$ cat src/rtl/kfe_pkg.sv
package kfe_pkg;
  typedef enum logic [1:0] {
    ST_IDLE,
    ST_CHECK,
    ST_REQ,
    ST_WAIT
  } kfe_state_e;
endpackage

$ cat src/rtl/kfe_seq.sv
module kfe_seq
  import kfe_pkg::*;
#(
  parameter int ROW_W     = 10,
  parameter int KEY_WORDS = 16,
  localparam int LEN_W    = $clog2(KEY_WORDS + 1),
  localparam int IDX_W    = $clog2(KEY_WORDS)
) (
  input  logic             clk_i,
  input  logic             rst_ni,
  input  logic             start_i,
  input  logic [ROW_W-1:0] start_row_i,
  input  logic [ROW_W-1:0] end_row_i,
  input  logic [LEN_W-1:0] key_len_i,
  output logic             req_valid_o,
  input  logic             req_ready_i,
  output logic [ROW_W-1:0] req_row_o,
  input  logic             rsp_valid_i,
  input  logic             rsp_bad_i,
  output logic             accept_o,
  output logic [IDX_W-1:0] widx_o,
  output logic             clear_o,
  output logic             finish_o,
  output logic             exhausted_o,
  output logic             busy_o
);
  localparam logic [LEN_W-1:0] MAX_LEN = LEN_W'(KEY_WORDS);

  kfe_state_e       state_q;
  logic [ROW_W:0]   row_q;   // one extra bit so the top row can be passed
  logic [ROW_W-1:0] end_q;
  logic [LEN_W-1:0] rem_q;
  logic [IDX_W-1:0] widx_q;
  logic [LEN_W-1:0] len_eff;
  logic             more;

  assign len_eff     = (key_len_i > MAX_LEN) ? MAX_LEN : key_len_i;
  assign more        = (rem_q != '0) && (row_q <= {1'b0, end_q});
  assign clear_o     = (state_q == ST_IDLE) && start_i;
  assign finish_o    = (state_q == ST_CHECK) && !more;
  assign req_valid_o = (state_q == ST_REQ);
  assign req_row_o   = row_q[ROW_W-1:0];
  assign accept_o    = (state_q == ST_WAIT) && rsp_valid_i && !rsp_bad_i;
  assign widx_o      = widx_q;
  assign exhausted_o = row_q > {1'b0, end_q};
  assign busy_o      = (state_q != ST_IDLE);

  always_ff @(posedge clk_i or negedge rst_ni) begin
    if (!rst_ni) begin
      state_q <= ST_IDLE;
      row_q   <= '0;
      end_q   <= '0;
      rem_q   <= '0;
      widx_q  <= '0;
    end else begin
      unique case (state_q)
        ST_IDLE: begin
          if (start_i) begin
            row_q   <= {1'b0, start_row_i};
            end_q   <= end_row_i;
            rem_q   <= len_eff;
            widx_q  <= '0;
            state_q <= ST_CHECK;
          end
        end
        ST_CHECK: state_q <= more ? ST_REQ : ST_IDLE;
        ST_REQ: begin
          if (req_ready_i) state_q <= ST_WAIT;
        end
        ST_WAIT: begin
          if (rsp_valid_i) begin
            row_q <= row_q + (ROW_W + 1)'(1);
            if (!rsp_bad_i) begin
              rem_q  <= rem_q - LEN_W'(1);
              widx_q <= widx_q + IDX_W'(1);
            end
            state_q <= ST_CHECK;
          end
        end
        default: state_q <= ST_IDLE;
      endcase
    end
  end

  a_r2_req_hold: assert property (@(posedge clk_i) disable iff (!rst_ni)
    (req_valid_o && !req_ready_i) |=> (req_valid_o && $stable(req_row_o)));

  a_r2_single_outstanding: assert property (@(posedge clk_i) disable iff (!rst_ni)
    (req_valid_o && req_ready_i) |=> !req_valid_o);

  a_r10_zero_len: assert property (@(posedge clk_i) disable iff (!rst_ni)
    (clear_o && key_len_i == '0) |=> (finish_o && !req_valid_o));

  a_r9_short_key_exhausted: assert property (@(posedge clk_i) disable iff (!rst_ni)
    (finish_o && rem_q != '0) |-> exhausted_o);

  a_r1_busy_ignores_start: assert property (@(posedge clk_i) disable iff (!rst_ni)
    (busy_o && start_i && state_q != ST_CHECK) |=> $stable(end_q));
endmodule

$ cat src/rtl/kfe_judge.sv
module kfe_judge #(
  parameter int DATA_W = 32
) (
  input  logic              clk_i,
  input  logic              rst_ni,
  input  logic              clear_i,
  input  logic              acc_i,
  input  logic [DATA_W-1:0] word_i,
  output logic              plausible_o
);
  logic [DATA_W-1:0] or_q, and_q;

  always_ff @(posedge clk_i or negedge rst_ni) begin
    if (!rst_ni) begin
      or_q  <= '0;
      and_q <= '1;
    end else if (clear_i) begin
      or_q  <= '0;
      and_q <= '1;
    end else if (acc_i) begin
      or_q  <= or_q | word_i;
      and_q <= and_q & word_i;
    end
  end

  assign plausible_o = (and_q != '1) && (or_q != '0);

  a_r7_and_only_falls: assert property (@(posedge clk_i) disable iff (!rst_ni)
    !clear_i |=> ((and_q & ~$past(and_q)) == '0));

  a_r8_or_only_rises: assert property (@(posedge clk_i) disable iff (!rst_ni)
    !clear_i |=> (($past(or_q) & ~or_q) == '0));
endmodule

$ cat src/rtl/kfe_key_buf.sv
module kfe_key_buf #(
  parameter int DATA_W    = 32,
  parameter int KEY_WORDS = 16,
  localparam int IDX_W    = $clog2(KEY_WORDS)
) (
  input  logic              clk_i,
  input  logic              rst_ni,
  input  logic              we_i,
  input  logic [IDX_W-1:0]  widx_i,
  input  logic [DATA_W-1:0] wdata_i,
  input  logic [IDX_W-1:0]  rd_idx_i,
  output logic [DATA_W-1:0] rd_data_o
);
  logic [DATA_W-1:0] mem_q [KEY_WORDS];

  for (genvar g = 0; g < KEY_WORDS; g++) begin : g_word
    always_ff @(posedge clk_i or negedge rst_ni) begin
      if (!rst_ni) mem_q[g] <= '0;
      else if (we_i && widx_i == IDX_W'(g)) mem_q[g] <= wdata_i;
    end
  end

  assign rd_data_o = (int'(rd_idx_i) < KEY_WORDS) ? mem_q[rd_idx_i] : '0;

  a_r6_write_in_range: assert property (@(posedge clk_i) disable iff (!rst_ni)
    we_i |-> (int'(widx_i) < KEY_WORDS));
endmodule

$ cat src/rtl/key_fetch_engine.sv
module key_fetch_engine #(
  parameter int ROW_W     = 10,
  parameter int DATA_W    = 32,
  parameter int KEY_WORDS = 16,
  localparam int LEN_W    = $clog2(KEY_WORDS + 1),
  localparam int IDX_W    = $clog2(KEY_WORDS)
) (
  input  logic              clk_i,
  input  logic              rst_ni,
  input  logic              start_i,
  input  logic [ROW_W-1:0]  start_row_i,
  input  logic [ROW_W-1:0]  end_row_i,
  input  logic [LEN_W-1:0]  key_len_i,
  output logic              rd_req_valid_o,
  input  logic              rd_req_ready_i,
  output logic [ROW_W-1:0]  rd_req_row_o,
  input  logic              rd_rsp_valid_i,
  input  logic [DATA_W-1:0] rd_rsp_data_i,
  input  logic              rd_rsp_ecc_err_i,
  input  logic              rd_rsp_fail_i,
  input  logic [IDX_W-1:0]  key_rd_idx_i,
  output logic [DATA_W-1:0] key_rd_word_o,
  output logic              busy_o,
  output logic              done_o,
  output logic              pass_o
);
  logic             accept, clear, finish, exhausted, plausible;
  logic [IDX_W-1:0] widx;

  kfe_seq #(.ROW_W(ROW_W), .KEY_WORDS(KEY_WORDS)) u_seq (
    .clk_i, .rst_ni, .start_i, .start_row_i, .end_row_i, .key_len_i,
    .req_valid_o (rd_req_valid_o),
    .req_ready_i (rd_req_ready_i),
    .req_row_o   (rd_req_row_o),
    .rsp_valid_i (rd_rsp_valid_i),
    .rsp_bad_i   (rd_rsp_ecc_err_i | rd_rsp_fail_i),
    .accept_o    (accept),
    .widx_o      (widx),
    .clear_o     (clear),
    .finish_o    (finish),
    .exhausted_o (exhausted),
    .busy_o      (busy_o)
  );

  kfe_judge #(.DATA_W(DATA_W)) u_judge (
    .clk_i, .rst_ni,
    .clear_i     (clear),
    .acc_i       (accept),
    .word_i      (rd_rsp_data_i),
    .plausible_o (plausible)
  );

  kfe_key_buf #(.DATA_W(DATA_W), .KEY_WORDS(KEY_WORDS)) u_buf (
    .clk_i, .rst_ni,
    .we_i      (accept),
    .widx_i    (widx),
    .wdata_i   (rd_rsp_data_i),
    .rd_idx_i  (key_rd_idx_i),
    .rd_data_o (key_rd_word_o)
  );

  always_ff @(posedge clk_i or negedge rst_ni) begin
    if (!rst_ni) begin
      done_o <= 1'b0;
      pass_o <= 1'b0;
    end else begin
      done_o <= finish;
      if (clear)       pass_o <= 1'b0;
      else if (finish) pass_o <= plausible && !exhausted;
    end
  end

  a_r11_done_pulse: assert property (@(posedge clk_i) disable iff (!rst_ni)
    done_o |=> !done_o);

  a_r11_pass_held: assert property (@(posedge clk_i) disable iff (!rst_ni)
    (!finish && !clear) |=> $stable(pass_o));

  a_r9_exhausted_fails: assert property (@(posedge clk_i) disable iff (!rst_ni)
    (finish && exhausted) |=> !pass_o);
endmodule

$ cat config.mk
export PLATFORM = sky130hd
export DESIGN_NAME = key_fetch_engine
export DESIGN_NICKNAME = d
export VERILOG_FILES = /design/src/rtl/kfe_pkg.sv /design/src/rtl/kfe_seq.sv /design/src/rtl/kfe_judge.sv /design/src/rtl/kfe_key_buf.sv /design/src/rtl/key_fetch_engine.sv
export SDC_FILE = /design/constraint.sdc
export NUM_CORES = 1
export LEC_CHECK = 0
export ABC_CLOCK_PERIOD_IN_PS = 3860
export BUFFER_PORTS_ARGS = -buffer_cell sky130_fd_sc_hd__buf_2
export CAP_MARGIN = 20
export CELL_PAD_IN_SITES_DETAIL_PLACEMENT = 1
export CELL_PAD_IN_SITES_GLOBAL_PLACEMENT = 1
export CORE_ASPECT_RATIO = 1.4
export CORE_MARGIN = 3
export CORE_UTILIZATION = 30
export CTS_BUF_LIST = sky130_fd_sc_hd__clkbuf_8
export DETAILED_ROUTE_END_ITERATION = 8
export PLACE_DENSITY = 0.46
export RECOVER_POWER = 50
export SKIP_LAST_GASP = 1
export SLEW_MARGIN = 20
export SYNTH_ARGS = -nofsm -noshare
export SYNTH_HDL_FRONTEND = slang
export SYNTH_SLANG_ARGS = --single-unit
$ cat constraint.sdc
create_clock -name clk_i -period 3.86 [get_ports clk_i]
set_input_delay 0.579 -clock clk_i [delete_from_list [all_inputs] [get_ports clk_i]]
set_output_delay 0.579 -clock clk_i [all_outputs]
set_load 0.005 [all_outputs]
==> results.yml, run 1 <==
worst_setup_path:
  cp_slowest_stage_delay_ns: 0.62
  cpMaxStageDelayCell: "mux4_1"
  critPathLaunch: "key_rd_idx_i[0]"
  cp-start-kind: "primary input"
  arrival_ns: 2.56
  ff2ff_setup_slack_ns: 1.00
  critPathRequiredTime_ns: 3.28
  reg2reg_to: "pass_o"
  critPathMaxFanout: 42
  cp_cell_sequence: "clkbuf_8 > buf_12 > mux4_1 > mux4_2 > buf_2"
  r2r_start: "u_seq.state_q[0]"
  path_class: "primary input to output port"
  reg2reg_depth: 7
  endpoint_kind: "output port"
  worstSetupEndpoint: "key_rd_word_o[28]"
clock_network:
  clockRootBuffer: "clkbuf_8"
  cts_num_sinks: 610
  cts.clk_slew.worst_paths_ns: 0.06
  cts_buffer_depth: 3
  worst_skew_pair.late_latency_ns: 0.73
  cts_tree: "done"
  postCtsSetupBuffers: 0
  cts_buffers: 106
  cts-htree-levels: 3
floorplanning:
  floorplan.initialDensity_pct: 30.4
  io-pin-count: 114
  die_area_um2: 96400
  die_h_um: 366
  rows: 131
  die_x_um: 263
  coreArea_um2: 91500
sta:
  finalMaxSlewViolations: 115
  max_freq_mhz: 318
  setup_viol: 0
  skew_ns: 0.0334
  tns_ns: 0
  tightest_slew_ns: 2.57
  finalCriticalPeriod_ns: 3.14
  slew_headroom_pct: -71.0
  rsz0062_at_grt: "no"
  post-route-period-util_pct: 81.4
  final_hold_viol_count: 0
placed_design:
  gp_congestion: 0.712
  post_dp_cell_area_um2: 29800
  io_buffers: 113
  placedCellCount: 3031
  dpl.hpwl_um: 49500
synth:
  synth_ff_type: "dfrtp_1"
  synth_cell_type_count: 52
  synth-seq-area-share_pct: 55.0
  async_flop_share_pct: 100
  yosysWarningCount: 0
  yosys_register_bits: 610
  syn_area_um2: 27800
  synth.top_cells.by_area: "dfrtp_1 (52%), mux2_2 (20%), mux4_2 (9.6%), mux4_1 (3.5%), dfstp_2 (3.0%)"
  synth_top_cell_by_area: "dfrtp_1"
  synth_nets: 1894
  synth_edf_count: 0
  netlist_instances: 1805
  syn_area_per_cell_um2: 15.4
  synth_top_area_share_pct: 52.0
global_routing:
  grt_util_met3_pct: 2.79
  grt_pass1_vias: 18500
  use_met2_pct: 30.9
  met1_usage_pct: 21.0
  grt_overflow_total: 0
  grt_first_pass_wirelength_um: 123000
  groute.usage.overall_pct: 17.0
  antenna_found_initial: 6
  grt_max_degree: 84
  grt-busiest-layer: "met2"
drt:
  routed_wl_um: 81400
  ant_nets: 0
  vias_per_cell: 5.00
  drc_errors: 0
  vias: 16100
  first_iter_violations: 656
  first_pass_iters: 4
  wl_per_cell_um: 25.2
layout:
  mostFrequentLayoutCell: "dfrtp_1"
  final_nets: 2033
  drive_gt1_share_pct: 49.7
  final_area_um2: 32000
  area_delta_synth_final_pct: 15.1
  fin_cells: 3229
  layout_common_cells: "dfrtp_1 (578), mux2_2 (484), clkbuf_8 (141)"
pwr:
  p_leak_nw: 15.7
  finalPower_mw: 15.8
  power_density_nw_per_um2: 493
  ir_worst_vdd_mv: 0.255
hold_path:
  min_path_type: "primary input to register"
run:
  drv_cap: 2
outcome:
  outcome: "finished, violations left"
  violations: "max-capacitance violations, max-slew violations"
## through the flow
stage	utilization (%)	hold WS (ns)	setup slack, ns
floorplan	-	0.283	1.35
global placement	32.5	0.464	0.731
detailed placement	32.5	0.472	0.716
CTS	35.0	0.00248	0.710
global route	35.0	0.0515	0.340
finish	35.0	0.0929	0.719
## flip-flops by register name (all words and copies together) (netlist names)
register,cells
done_o,1
u_seq.state_q,2
pass_o,1
u_seq.widx_o,4
u_buf.mem_q,512
u_seq.end_q,10
u_judge.or_q,32
u_judge.and_q,32
u_seq.rem_q,5
u_seq.row_q,11
## worst min path at each step
stage	cells after the start	from	to
detailed placement	2	u_judge.and_q[16]	u_judge.and_q[16]
finish	3	end_row_i[7]	u_seq.end_q[7]
global placement	2	u_judge.and_q[22]	u_judge.and_q[22]
global route	3	end_row_i[5]	u_seq.end_q[5]
CTS	3	end_row_i[4]	u_seq.end_q[4]
floorplan	0	rst_ni	done_o
## layer usage
metal / vias up / wire, um
met2: 222 / 43100
met1: 8796 / 34100
met4: 6 / 1420
met5: - / 32
met3: 106 / 2730
li1: 7017 / -
## area by class of cell
class                           count  area, um2
Fill cell                        9420      59400
Sequential cell                   610      15300
Multi-Input combinational cell   1023      11500
Clock buffer                      140       1930
Tap cell                         1197       1500
Timing Repair Buffer              182       1380
Clock inverter                     52        318
Inverter                           21       78.8
Antenna cell                        4       10.0
## worst max-delay path, delay by kind of cell
family	cells	cell delay, ns
mux	2	1.17
buf+inv	3	0.72
## cells in the mapped netlist, types with 22 or more instances
master / instances
a21oi_1: 55
buf_2: 42
mux2_2: 484
buf_4: 22
clkbuf_1: 54
mux4_1: 37
dfstp_2: 32
nand2_1: 67
dfrtp_1: 578
mux2_1: 28
o21ai_0: 57
mux4_2: 118
nor2_1: 44
## where the power goes
group / switching, mW / internal, mW / total [mW]
sequential: 0.353 / 6.95 / 7.30
combinational: 1.29 / 0.988 / 2.28
clock: 2.75 / 3.44 / 6.19
total: 4.40 / 11.4 / 15.8
## timing repair
action,CTS,global route
resized for setup,0,0
hold endpoints to repair,62,0
hold buffers,2,0
## cell families after synthesis
kind of cell    Yosys count  share of synthesized area (%)
buf+inv                 172                           3.68
fa+ha+maj                21                          0.945
compound gates          135                           2.63
xor+xnor                  1                         0.0315
simple gates            190                           3.29
mux                     676                           34.4
flops                   610                           55.0
Power figures use the tool's default switching activity.
==> inputs of run 2 (changes only) <==
- ABC_CLOCK_PERIOD_IN_PS: 3860 -> 2700
- PLACE_DENSITY: 0.46 -> 0.48
- clock period: 3.86 -> 2.7 ns (I/O delays scaled with it)
==> run 2 against run 1 <==
  * The run ends with negative setup slack left
  * Non-clock buffer count up 40
  * Sequential power is 42% higher
  * Global-route usage fell by 0.11 points
  * Clock power is 34% higher
  * Clock skew fell by 0.016 ns
  * Final cell count increased by 0.90%
  * Critical path depth down 2
  * Power grew 40%
  * Core utilization is 0.28 points higher
  * Critical endpoint is now key_rd_word_o[31]
  * Largest cell class unchanged
  * Largest power group unchanged
==> results.yml, run 2 (same netlist as run 1, synthesis figures left out) <==
outcome:
  outcome: "finished, violations left"
  violations: "negative setup slack"
clock_network:
  cts_buffers: 100
  cts-htree-levels: 3
  cts.clk_slew.worst_paths_ns: 0.06
  cts_num_sinks: 610
  clockRootBuffer: "clkbuf_8"
  cts_tree: "done"
  worst_skew_pair.late_latency_ns: 0.72
  cts_buffer_depth: 3
drt:
  first_iter_violations: 720
  drc_errors: 0
  ant_nets: 0
  first_pass_iters: 4
  vias_per_cell: 5.03
  vias: 16400
  wl_per_cell_um: 24.8
  routed_wl_um: 80800
worst_setup_path:
  cp_slowest_stage_delay_ns: 0.60
  cp-start-kind: "register"
  critPathRequiredTime_ns: 2.30
  cpMaxStageDelayCell: "mux4_4"
  path_class: "register to output port"
  cp_cell_sequence: "mux4_4 > mux4_2 > buf_2"
  arrival_ns: 2.43
  critPathMaxFanout: 2
  crit_family: "multiplexers"
  cp_num_buf_inv: 1
  endpoint_kind: "output port"
global_routing:
  groute.usage.overall_pct: 16.9
  grt_overflow_total: 0
  grt_max_degree: 94
  grt_first_pass_wirelength_um: 123000
  grt_pass1_vias: 18700
  antenna_found_initial: 5
sta:
  rsz0062_at_grt: "yes"
  tns_ns: -0.190
  worst_slack_ns: -0.134
  finalCriticalPeriod_ns: 2.83
  slew_headroom_pct: 11.9
  final_hold_viol_count: 0
  finalMaxSlewViolations: 0
  tightest_slew_ns: 1.32
  post-route-period-util_pct: 105
  setup_viol: 2
  skew_ns: 0.0175
  max_freq_mhz: 353
  timing.hold.ws_ns: 0.0866
layout:
  final_nets: 2067
  largest_register_ffs: 512
  regArea_um2: 15300
  fillers: 9457
  mostFrequentLayoutCell: "dfrtp_1"
  area_delta_synth_final_pct: 16.1
  multi_input_area_um2: 11400
  drive_gt1_share_pct: 50.2
  layout_common_cells: "dfrtp_1 (578), mux2_2 (484), mux4_2 (144)"
  reg.largest.list: "u_buf.mem_q x512, u_judge.and_q x32, u_judge.or_q x32"
  regMostFlops: "u_buf.mem_q"
  fin_util_pct: 35.3
floorplanning:
  rows: 131
  die_h_um: 366
  floorplan.initialDensity_pct: 30.4
  die_area_um2: 96400
  die_x_um: 263
  io-pin-count: 114
  coreArea_um2: 91500
placed_design:
  gp_congestion: 0.719
  io_buffers: 113
  place_ws_ns: 0.0300
  dpl.hpwl_um: 49000
pwr:
  ir_worst_vdd_mv: 0.314
  power_density_nw_per_um2: 684
  p_leak_nw: 15.7
run:
  drv_cap: 0
hold_path:
  min_path_type: "primary input to register"
-- run 2: cell count changes in the layout (fill, tap and decap cells not counted), moves of 9 or more --
cell | previous run | this run
mux4_1 | 37 | 11
inv_1 | 50 | 60
clkbuf_8 | 141 | 130
dlygate4sd3_1 | 2 | 23
buf_12 | 23 | 32
buf_2 | 109 | 99
clkinv_2 | 17 | 6
buf_6 | 1 | 11
mux4_2 | 118 | 144
-- run 2: worst min-delay path: cells and delay by family --
kind / cells / cell delay (ns)
simple gates: 1 / 0.19
buf+inv: 1 / 0.10
compound gates: 1 / 0.07
-- run 2: worst paths after layout --
kind	startpoint	to	slack, ns	cells after the start
min reg2reg	u_judge.and_q[4]	u_judge.and_q[4]	0.48	2
max reg2reg	u_seq.state_q[0]	u_buf.mem_q[317]	0.50	6
max	u_buf.mem_q[287]	key_rd_word_o[31]	-0.13	3
min in group asynchronous	rst_ni	u_buf.mem_q[146]	0.44	2
max in group asynchronous	rst_ni	u_buf.mem_q[93]	0.23	4
min	key_len_i[0]	u_seq.rem_q[0]	0.09	3
-- run 2: timing repair --
action                     in CTS  in global routing
gates cloned                    0                  0
resized for setup              24                 12
hold endpoints to repair      124                  0
setup buffers                   5                  4
setup endpoints to repair      26                 25
hold buffers                   23                  0
-- run 2: area by class of cell --
cell class	count	share of cell area (%)
sequential	610	47.4
inverter	21	0.244
clock inverter	54	0.934
multi-input combinational	1023	35.3
antenna	3	0.0233
tap	1197	4.64
timing repair buffer	222	5.94
clock buffer	128	5.46
-- run 2: power by group --
group	leakage [nW]	switching (mW)	total, mW	internal, mW
clock network	1.20	3.85	8.29	4.45
registers	8.32	0.522	10.4	9.93
logic	6.16	1.88	3.34	1.47
-- run 2: metrics by stage --
stage	std cells	total power, mW	cell area [um2]
2_1_floorplan	1805	12.7	27800
3_3_place_gp	3041	13.9	30000
3_5_place_dp	3041	14.0	30000
4_1_cts	3251	22.6	32300
5_1_grt	3257	23.5	32300
6_report	3258	22.1	32300
-- run 2: metal layers --
metal | wire [um] | up-vias | global-route usage, %
li1 | - | 7049 | -
met1 | 33900 | 8981 | 20.7
met2 | 42900 | 250 | 30.9
met3 | 2510 | 109 | 2.63
met4 | 1390 | 4 | 4.38
met5 | 18 | - | 0
==> inputs of run 3 (changes only) <==
- MAX_ROUTING_LAYER: not set -> met4
- SLEW_MARGIN: 20 -> 30
==> run 3 against run 2 <==
  * The run still ends with negative setup slack left
  * Count of clock-buffer cells in the layout is the same
  * Wire length is essentially flat
  * Cell area is essentially flat
  * Global-route usage grew 0.50 points
  * Register-to-register slack is essentially flat
  * Final cell count is essentially flat
  * Core utilization is essentially flat
  * Critical path depth is the same
  * Largest power group unchanged
==> results.yml, run 3 (same netlist as run 1, synthesis figures left out) <==
layout:
  final_nets: 2068
  final_area_um2: 32300
  fillers: 9456
  fin_cells: 3261
  drive_gt1_share_pct: 50.2
  area_delta_synth_final_pct: 16.1
  regMostFlops: "u_buf.mem_q"
  mostFrequentLayoutCell: "dfrtp_1"
  reg.largest.list: "u_buf.mem_q x512, u_judge.and_q x32, u_judge.or_q x32"
  layout_common_cells: "dfrtp_1 (578), mux2_2 (484), mux4_2 (143)"
  largest_register_ffs: 512
pwr:
  power.internal_mw: 15.8
  power_density_nw_per_um2: 684
  net-switching-power_mw: 6.25
  clkPwrFrac_pct: 37.6
  ir_worst_vdd_mv: 0.315
  combinationalPowerShare_pct: 15.2
  p_sw_share_pct: 28.3
  p_leak_nw: 15.7
  pwr-share-seq_pct: 47.3
sta:
  post-route-period-util_pct: 104
  max_freq_mhz: 355
  slew_headroom_pct: 12.6
  final_hold_viol_count: 0
  skew_ns: 0.0151
  setup_viol: 2
  rsz0062_at_grt: "yes"
  worst_slack_ns: -0.119
  tightest_slew_ns: 1.31
  finalMaxSlewViolations: 0
  finalCriticalPeriod_ns: 2.82
global_routing:
  grt_first_pass_wirelength_um: 123000
  grt_util_met3_pct: 2.57
  grt-busiest-layer: "met2"
  grt_max_degree: 94
  antenna_found_initial: 5
  grt_pass1_vias: 18700
  grt_overflow_total: 0
  groute.usage.overall_pct: 17.4
  use_met2_pct: 30.8
  met1_usage_pct: 20.8
floorplanning:
  floorplan.initialDensity_pct: 30.4
  die_h_um: 366
  die_area_um2: 96400
  io-pin-count: 114
  coreArea_um2: 91500
  die_x_um: 263
  rows: 131
clock_network:
  cts.clk_slew.worst_paths_ns: 0.06
  cts_buffer_depth: 3
  cts_tree: "done"
  clockRootBuffer: "clkbuf_8"
  worst_skew_pair.late_latency_ns: 0.72
  cts-htree-levels: 3
  cts_num_sinks: 610
  cts_buffers: 100
run:
  drv_cap: 0
worst_setup_path:
  critPathMaxFanout: 2
  cp_cell_sequence: "mux4_4 > mux4_2 > buf_2"
  ff2ff_setup_slack_ns: 0.49
  cp_slowest_stage_delay_ns: 0.59
  reg2reg_to: "u_buf.mem_q[317]"
  cpMaxStageDelayCell: "mux4_4"
  r2r_start: "u_seq.state_q[0]"
  endpoint_kind: "output port"
  cp_num_buf_inv: 1
  reg2reg_depth: 6
  crit_family: "multiplexers"
  cp-start-kind: "register"
  path_class: "register to output port"
  arrival_ns: 2.41
  critPathRequiredTime_ns: 2.30
placed_design:
  gp_congestion: 0.727
  post_dp_cell_area_um2: 30000
  placedCellCount: 3041
  io_buffers: 113
  dpl.hpwl_um: 49000
hold_path:
  min_path_cells: 3
  hold_end: "u_seq.rem_q[0]"
  min_from: "key_len_i[0]"
  min_path_type: "primary input to register"
drt:
  wl_per_cell_um: 24.8
  first_iter_violations: 731
  routed_wl_um: 80800
  vias_per_cell: 5.02
  vias: 16400
  first_pass_iters: 6
  drc_errors: 0
  ant_nets: 0
outcome:
  outcome: "finished, violations left"
  violations: "negative setup slack"
-- run 3: cell count changes in the layout (fill, tap and decap cells not counted), sizes merged --
cell | previous run | this run
diode | 3 | 5
buf | 186 | 187
-- run 3: through the flow --
step,util [%],worst slack (ns),hold WS [ns],total power [mW],TNS (ns)
finish,35.3,-0.119,0.0862,22.1,-0.174
global route,35.3,-0.202,0.0540,23.5,-18.68
CTS,35.3,-0.212,0.00543,22.6,-1.46
detailed placement,32.8,0.0300,0.343,14.0,0
global placement,32.8,0.0429,0.338,13.9,0
floorplan,-,0.535,0.109,12.7,0
-- run 3: metal layers --
layer / part of all wire, % / vias up
met4: 1.8 / 0
met3: 3.0 / 110
met5: 0 / -
met1: 42 / 8963
met2: 53 / 241
li1: - / 7058
-- run 3: cell type report --
cell class	count	area (um2)	share of cell area (%)
antenna	5	12.5	0.0388
clock buffer	128	1760	5.46
clock inverter	54	302	0.934
inverter	21	78.8	0.244
multi-input combinational	1023	11400	35.3
sequential	610	15300	47.4
tap	1197	1500	4.64
timing repair buffer	223	1920	5.96
-- run 3: worst min-delay path: stages --
cell	delay (ns)
buf_2	0.10
or4b_2	0.19
o211ai_1	0.07
-- run 3: how the worst max path moves through the flow --
stage	cells after the start	from	endpoint	slack [ns]
after floorplan	4	key_rd_idx_i[1]	key_rd_word_o[23]	0.54
after detailed placement	5	key_rd_idx_i[0]	key_rd_word_o[31]	0.03
after global placement	5	key_rd_idx_i[0]	key_rd_word_o[31]	0.04
final	3	u_buf.mem_q[319]	key_rd_word_o[31]	-0.12
after global routing	3	u_buf.mem_q[287]	key_rd_word_o[31]	-0.20
after CTS	3	u_buf.mem_q[319]	key_rd_word_o[31]	-0.21
-- run 3: power groups by stage --
stage,registers (mW),clock network (mW),logic (mW)
final,10.4,8.30,3.35
after global routing,10.5,9.14,3.80
after CTS,10.4,8.69,3.48
after detailed placement,10.6,0,3.43
after global placement,10.6,0,3.32
after floorplan,10.4,0,2.26
-- run 3: what timing repair did --
action,in CTS,in global routing
setup endpoints to repair,26,25
cloned,0,0
hold buffers,23,0
hold endpoints to repair,124,0
resized for setup,24,11
setup buffers,5,5
